## src/rtl/dly_pkg.sv

```systemverilog
package dly_pkg;

    // Stages in one section; the tap decode relies on this being a power of two.
    localparam int SECTION_DEPTH = 16;

    // Width of an index that must hold at least one value.
    function automatic int idx_width(input int count);
        return (count > 1) ? $clog2(count) : 1;
    endfunction

endpackage

```

## src/rtl/dly_section.sv

```systemverilog
module dly_section #(
    parameter int                 DEPTH     = 16,
    parameter logic [DEPTH-1:0]   INIT_BITS = '0,
    localparam int                STG_W     = dly_pkg::idx_width(DEPTH)
) (
    input  logic             clk,
    input  logic             ce,
    input  logic             sin,
    input  logic [STG_W-1:0] tap,
    output logic             tap_bit,
    output logic             sout
);

    // stage[0] holds the newest bit, stage[DEPTH-1] the oldest
    logic [DEPTH-1:0] stage = INIT_BITS;

    always_ff @(posedge clk) begin
        if (ce) begin
            stage <= {stage[DEPTH-2:0], sin};
        end
    end

    always_comb begin
        tap_bit = stage[tap];
    end

    assign sout = stage[DEPTH-1];

    // Flag that at least one edge has passed, so $past has history.
    logic past_ok = 1'b0;
    always_ff @(posedge clk) begin
        past_ok <= 1'b1;
    end


    shift_in_chk: assert property (@(posedge clk) disable iff (!past_ok)
        $past(ce) |-> stage[0] == $past(sin));


    shift_chain_chk: assert property (@(posedge clk) disable iff (!past_ok)
        $past(ce) |-> stage[DEPTH-1:1] == $past(stage[DEPTH-2:0]));


    stage_hold_chk: assert property (@(posedge clk) disable iff (!past_ok)
        !$past(ce) |-> $stable(stage));

endmodule

```

## src/rtl/dly_tap_decode.sv

```systemverilog
module dly_tap_decode #(
    parameter int  SECTIONS = 2,
    parameter int  DEPTH    = 16,
    localparam int TOTAL    = SECTIONS * DEPTH,
    localparam int ADDR_W   = dly_pkg::idx_width(TOTAL),
    localparam int STG_W    = dly_pkg::idx_width(DEPTH),
    localparam int SEC_W    = dly_pkg::idx_width(SECTIONS)
) (
    input  logic [ADDR_W-1:0] addr,
    output logic [SEC_W-1:0]  sec_idx,
    output logic [STG_W-1:0]  stg_idx
);

    localparam logic [ADDR_W-1:0] LAST_ADDR = ADDR_W'(TOTAL - 1);

    logic [ADDR_W-1:0] eff_addr;

    // Saturate addresses that point beyond the chain onto its oldest stage.
    always_comb begin
        eff_addr = (addr > LAST_ADDR) ? LAST_ADDR : addr;
    end

    assign stg_idx = eff_addr[STG_W-1:0];

    generate
        if (SECTIONS > 1) begin : g_multi
            logic [ADDR_W-STG_W-1:0] upper;
            assign upper   = eff_addr[ADDR_W-1:STG_W];
            assign sec_idx = SEC_W'(upper);
        end else begin : g_single
            assign sec_idx = '0;
        end
    endgenerate

endmodule

```

## src/rtl/dly_out_stage.sv

```systemverilog
module dly_out_stage #(
    parameter bit USE_REG = 1'b0
) (
    input  logic clk,
    input  logic ce,
    input  logic d,
    output logic q
);

    logic cap = 1'b0;

    always_ff @(posedge clk) begin
        if (ce) begin
            cap <= d;
        end
    end

    generate
        if (USE_REG) begin : g_reg
            assign q = cap;
        end else begin : g_pass
            assign q = d;
        end
    endgenerate

    logic past_ok = 1'b0;
    always_ff @(posedge clk) begin
        past_ok <= 1'b1;
    end


    out_capture_chk: assert property (@(posedge clk) disable iff (!past_ok)
        $past(ce) |-> cap == $past(d));


    out_hold_chk: assert property (@(posedge clk) disable iff (!past_ok)
        !$past(ce) |-> $stable(cap));

endmodule

```

## src/rtl/dly_tap_line.sv

```systemverilog
module dly_tap_line #(
    parameter int  SECTIONS = 2,
    parameter bit  OUT_REG  = 1'b0,
    parameter logic [SECTIONS*dly_pkg::SECTION_DEPTH-1:0] INIT_BITS = '0,
    localparam int DEPTH    = dly_pkg::SECTION_DEPTH,
    localparam int TOTAL    = SECTIONS * DEPTH,
    localparam int ADDR_W   = dly_pkg::idx_width(TOTAL)
) (
    input  logic              clk,
    input  logic              ce,
    input  logic              din,
    input  logic [ADDR_W-1:0] tap_addr,
    output logic              dout,
    output logic              cascade_out
);

    localparam int STG_W = dly_pkg::idx_width(DEPTH);
    localparam int SEC_W = dly_pkg::idx_width(SECTIONS);

    logic [STG_W-1:0]    stg_idx;
    logic [SEC_W-1:0]    sec_idx;
    logic [SECTIONS-1:0] sec_tap;
    logic [SECTIONS-1:0] sec_last;
    logic [SECTIONS-1:0] sec_in;
    logic                tapped;

    dly_tap_decode #(
        .SECTIONS (SECTIONS),
        .DEPTH    (DEPTH)
    ) u_decode (
        .addr    (tap_addr),
        .sec_idx (sec_idx),
        .stg_idx (stg_idx)
    );

    generate
        for (genvar k = 0; k < SECTIONS; k++) begin : g_sec
            if (k == 0) begin : g_head
                assign sec_in[k] = din;
            end else begin : g_link
                assign sec_in[k] = sec_last[k-1];
            end

            dly_section #(
                .DEPTH     (DEPTH),
                .INIT_BITS (INIT_BITS[k*DEPTH +: DEPTH])
            ) u_section (
                .clk     (clk),
                .ce      (ce),
                .sin     (sec_in[k]),
                .tap     (stg_idx),
                .tap_bit (sec_tap[k]),
                .sout    (sec_last[k])
            );
        end
    endgenerate

    always_comb begin
        tapped = sec_tap[sec_idx];
    end

    dly_out_stage #(
        .USE_REG (OUT_REG)
    ) u_out (
        .clk (clk),
        .ce  (ce),
        .d   (tapped),
        .q   (dout)
    );

    assign cascade_out = sec_last[SECTIONS-1];

    logic past_ok = 1'b0;
    always_ff @(posedge clk) begin
        past_ok <= 1'b1;
    end


    cascade_hold_chk: assert property (@(posedge clk) disable iff (!past_ok)
        !$past(ce) |-> $stable(cascade_out));

    generate
        if (SECTIONS > 1) begin : g_link_chk

            section_link_chk: assert property (@(posedge clk) disable iff (!past_ok)
                $past(ce) |-> cascade_out == $past(u_decode.addr == u_decode.addr ?
                    g_sec[SECTIONS-1].u_section.stage[DEPTH-2] : 1'b0));
        end
    endgenerate

endmodule

```

## config.mk

```make
export PLATFORM = sky130hd
export DESIGN_NAME = dly_tap_line
export DESIGN_NICKNAME = d
export VERILOG_FILES = /design/src/rtl/dly_pkg.sv /design/src/rtl/dly_section.sv /design/src/rtl/dly_tap_decode.sv /design/src/rtl/dly_out_stage.sv /design/src/rtl/dly_tap_line.sv
export SDC_FILE = /design/constraint.sdc
export NUM_CORES = 1
export LEC_CHECK = 0
export BUFFER_PORTS_ARGS = -buffer_cell sky130_fd_sc_hd__buf_4
export CORE_MARGIN = 4
export CORE_UTILIZATION = 40
export CTS_CLUSTER_DIAMETER = 50
export DETAILED_ROUTE_END_ITERATION = 10
export GPL_TIMING_DRIVEN = 0
export PLACE_DENSITY = 0.65
export SKIP_CTS_REPAIR_TIMING = 1
export SLEW_MARGIN = 40
export SYNTH_ARGS = -nofsm -noshare
export SYNTH_HDL_FRONTEND = slang
export SYNTH_SLANG_ARGS = --single-unit
export TNS_END_PERCENT = 10
```

## constraint.sdc

```tcl
create_clock -name clk -period 2 [get_ports clk]
set_input_delay 0.4 -clock clk [delete_from_list [all_inputs] [get_ports clk]]
set_output_delay 0.4 -clock clk [all_outputs]
set_load 0.01 [all_outputs]
```

Yosys cells after proc, flatten, opt, wreduce, memory -nomap -nowiden. Cells that the tools add are included.

$add $sub $neg: 0. Muxes and demuxes: 7. Bitwise logic cells: 0. Order comparisons: 3. Equality and inequality tests: 0. Div/mod/pow operators: 0. Multiply operators: 0. Shifts and indexed selects: 0. Reductions and logical operators: 0.

Operators by type and width (number): 1-bit binary-select mux with 4-bit select (2); 5-bit > comparator (second input constant) (1); 4-bit by 5-bit less-than comparator with 1-bit output (second input constant) (1); 5-bit 2-to-1 mux (1); 1-bit 2-to-1 mux (4); 1-bit by 2-bit less-than comparator with 1-bit output (second input constant) (1).

Memory bits (read-only): 0. Latch bits: 0. Memories: 0. Register bits: 32. RAM bits: 0. Input port bits: 8.

Depth between registers and ports, before layout.
Depth in word-level cells: 6. Depth in mapped cells: 7.

Modules after synthesis. From an unflattened synthesis, not the netlist that was laid out.

Cells, all modules: 53. Area, all modules: 1272.5 µm².

By module, submodules not included: dly_section (cells an instance 23, area an instance 615.6 µm², times used 2, sequential area each 480.5 µm²); dly_tap_decode (cells an instance 5, area an instance 18.8 µm², times used 1, sequential area each 0.0 µm²); dly_tap_line (cells an instance 1, area an instance 15.0 µm², times used 1, sequential area each 0.0 µm²); dly_out_stage (cells an instance 1, area an instance 7.5 µm², times used 1, sequential area each 0.0 µm²).

Worst setup path before layout. No wires, ideal clock.

Kind: input -> output. From: in tap_addr[1]. To: out dout. Path buffers: 2. Slack: 0.276 ns. Cell stages on the path: 7. Arrival: 1.324 ns. Cell sequence: buf_6 -> buf_12 -> mux2i_1 -> a22oi_1 -> nand3_1 -> nand2_1 -> a311o_1.

Longest elaborated chain between the ends: 6. Elaborated cells between the ends (all ways): 8. Those cells by class: order compare (1); mux (7).

RTL lines: start, declared (line dly_tap_line.sv:12) `input logic [ADDR_W-1:0] tap_addr,`; 5-bit > comparator (line dly_tap_decode.sv:20) `eff_addr = (addr > LAST_ADDR) ? LAST_ADDR : addr;`; 5-bit 2-to-1 mux * (line dly_tap_decode.sv:20); 1-bit binary-select mux with 4-bit select (line dly_section.sv:24) `tap_bit = stage[tap];`; 1-bit 2-to-1 mux (not written as such) (line dly_section.sv:24); 1-bit 2-to-1 mux (not written as such) * (2 in series) (line dly_tap_line.sv:59) `tapped = sec_tap[sec_idx];`; end, declared (line dly_tap_line.sv:13) `output logic dout,`.

Every way passes the cells marked *; elsewhere a longest branch is shown, timed or not. The select of a mux whose other input is x is not followed.

Final worst setup path.
From: reg g_sec[0].u_section.stage[11]. To: out dout.

Longest elaborated chain between the ends: 4.

RTL lines: start, declared (line dly_section.sv:15) `logic [DEPTH-1:0] stage = INIT_BITS;`; start signal, assigned (line dly_section.sv:19) `stage <= {stage[DEPTH-2:0], sin};`; 1-bit binary-select mux with 4-bit select (line dly_section.sv:24); 1-bit 2-to-1 mux (not written as such) (line dly_section.sv:24); 1-bit 2-to-1 mux (not written as such) (2 in series) (line dly_tap_line.sv:59).

Every way passes these cells. The select of a mux whose other input is x is not followed.

==> flow_metrics.env <==
export IMPL_worstPathMaxFanout=2
export IMPL_cap_viol_max_count=0
export IMPL_cp_cell_sequence="mux2i_1 > a22oi_1 > nand4b_1 > a21oi_1 > a311o_1 > buf_4"
export IMPL_ant_nets=0
export IMPL_instances_no_fill=133
export IMPL_cpPeakStageDelay_ps=400
export IMPL_grt_pass1_wl_um=3194
export IMPL_path_depth=6
export IMPL_placed_area_um2=1401
export IMPL_finalSetupViolCount=1
export IMPL_syn_num_nets=81
export IMPL_cts_clk_slew_worst_paths_ps=100
export IMPL_finalCritPeriodShare=1.017
export IMPL_grt_setup_unrepaired="yes"
export IMPL_fin_skew_ps=8.250
export IMPL_fmax_mhz=491.5
export IMPL_largest_register="g_sec.u_section.stage"
export IMPL_fin_nets=96
export IMPL_critPathKind="reg -> out"
export IMPL_yosysUniqueCellTypes=16
export IMPL_area_growth_pct=15.17
export IMPL_start_util=0.4213
export IMPL_dieArea_um2=4187
export IMPL_clockBufferDepth=2
export IMPL_vias=669
export IMPL_synth_adder_area_share=0
export IMPL_core_um2=3053
export IMPL_drt_iter0_markers=11
export IMPL_dr_pass1_iters=6
export IMPL_insertion_delay_ps=340
export IMPL_muxShareOfSynthArea=0.1245
export IMPL_ios=10
export IMPL_rr_worst_depth=0
export IMPL_routabilityCongestion=0.7134
export IMPL_top_regs="g_sec.u_section.stage (32)"
export IMPL_dpl_hpwl_um=1341
export IMPL_power_leakage_nw=0.5499
export IMPL_row_count=20
export IMPL_drc=0
export IMPL_worst_slack_ps=-34.50
export IMPL_slew_viol_final=0
export IMPL_synth_simple_area_share=0.05545
export IMPL_max_slew_margin_rel=0.7332
export IMPL_violations="negative setup slack"
export IMPL_wl_per_cell_um=14.95
export IMPL_synthCells=73
export IMPL_antenna_found_initial=0
export IMPL_wirelength_um=1988
export IMPL_syn_area_per_cell_um2=17.62
export IMPL_n_fill_cell=277
export IMPL_hold_class="in -> reg"
export IMPL_cp_top_family="compound AO/OA/AOI/OAI gates"
export IMPL_ir_worst_vdd_v=0.0003937
export IMPL_cts_htree_levels=2
export IMPL_cp_slowest_cell="edfxtp_1"
export IMPL_portBuffers=8
export IMPL_grt_start_max_net_pins=33
export IMPL_gr_total_overflow=0
export IMPL_die_x_um=64.71
export IMPL_cts_root_buf="clkbuf_4"
export IMPL_synth_top_family_by_area="multiplexers"
export IMPL_fin_area_um2=1481
export IMPL_worstMarginPinSlew_ps=400.2
export IMPL_synth_seq_cells=32
export IMPL_cp_num_buf_inv=1
export IMPL_largest_register_ffs=32
export IMPL_layout_drive_gt1_share=0.2022
export IMPL_hold_viol=0
export IMPL_cts_sinks=32
export IMPL_antennaDiodeCount=0
export IMPL_grt_usage=0.1054
export IMPL_die_h_um=64.71
export IMPL_syn_area_um2=1286
export IMPL_cellPowerDensity_nw_per_um2=932.4
export IMPL_start_kind="flop"
export IMPL_critPathRequiredTime_ps=1600
export IMPL_synth_compound_area_share=0.04864
export IMPL_cts_tree="done"
export IMPL_cp_arrival_ps=1630
export IMPL_ys_warn_count=0
export IMPL_worstHoldPathCells=1
export IMPL_vias_per_cell=5.030
export IMPL_status="complete, but fails checks"
export IMPL_grt_pass1_vias=658
export IMPL_synthXorXnorAreaFrac=0
export IMPL_numCtsBuffers=5
export IMPL_yosysSeqAreaShare=0.7471
export IMPL_hold_worst_slack_ps=242.1
export IMPL_place_inst=125
export IMPL_end_kind="primary output"
export IMPL_place_worst_setup_slack_ps=31.31
export IMPL_finalCriticalPeriod_ps=2034
==> cells by family after synthesis <==
logic type | after synthesis
AO/OA/AOI/OAI | 9
flip-flops | 32
buffers and inverters | 2
AND/OR/NAND/NOR | 14
multiplexers | 16
==> cells in the mapped netlist (all sizes together) <==
cell,number,area share
nand4b,1,0.0068
nor2b,1,0.0049
nand2b,1,0.0049
nand3,2,0.0078
mux2i,16,0.12
edfxtp,32,0.75
a311o,1,0.0078
a211oi,1,0.0058
buf,2,0.024
a22oi,4,0.023
a21oi,3,0.012
and2,1,0.0049
and2b,1,0.0058
nand2,6,0.018
nor2,1,0.0029
==> final cells by class <==
type,instances,area (um2),area share
Sequential cell,32,960.9,0.6486
Tap cell,44,55.05,0.03716
Multi-Input combinational cell,39,294.0,0.1985
Buffer,2,31.28,0.02111
Clock buffer,5,37.54,0.02534
Timing Repair Buffer,8,60.06,0.04054
Clock inverter,3,42.54,0.02872
==> per-layer routing <==
| metal | up-vias | wire [um] | track usage | share of wire |
|---|---|---|---|---|
| met5 | - | 0 | 0 | 0 |
| met4 | 0 | 29 | 0.04749 | 0.015 |
| met3 | 4 | 133 | 0.05199 | 0.067 |
| met2 | 14 | 824 | 0.1354 | 0.41 |
| met1 | 330 | 1001 | 0.1476 | 0.50 |
| li1 | 321 | - | - | - |
==> cell usage in the layout, fill, tap and decap left out, types with 2 or more instances in the layout <==
cell / count
edfxtp_1: 32
nand3_1: 2
mux2i_1: 16
nand2_1: 6
clkbuf_4: 5
a21oi_1: 3
a22oi_1: 4
buf_4: 8
==> worst paths after layout <==
kind	from	end	slack, ps
hold / removal	din	g_sec[0].u_section.stage[0]	240
hold reg to reg	g_sec[1].u_section.stage[5]	g_sec[1].u_section.stage[6]	460
setup reg to reg	g_sec[1].u_section.stage[8]	g_sec[1].u_section.stage[9]	1300
setup / recovery	g_sec[0].u_section.stage[11]	dout	-30
==> power by group <==
group | total (mW) | internal [mW] | switching [mW]
clock network | 0.488 | 0.260 | 0.227
logic | 0.0935 | 0.0451 | 0.0484
registers | 0.800 | 0.781 | 0.0185
total | 1.38 | 1.09 | 0.294
==> metrics by stage <==
stage               utilization  power (mW)  TNS [ps]
floorplan                     -      0.8633         0
global placement         0.4590      0.9074         0
detailed placement       0.4590      0.9104         0
CTS                      0.4852       1.396    -65.01
global route             0.4852       1.443    -122.4
finish                   0.4852       1.381    -34.50
No activity file was read; power rests on OpenSTA's default activity.
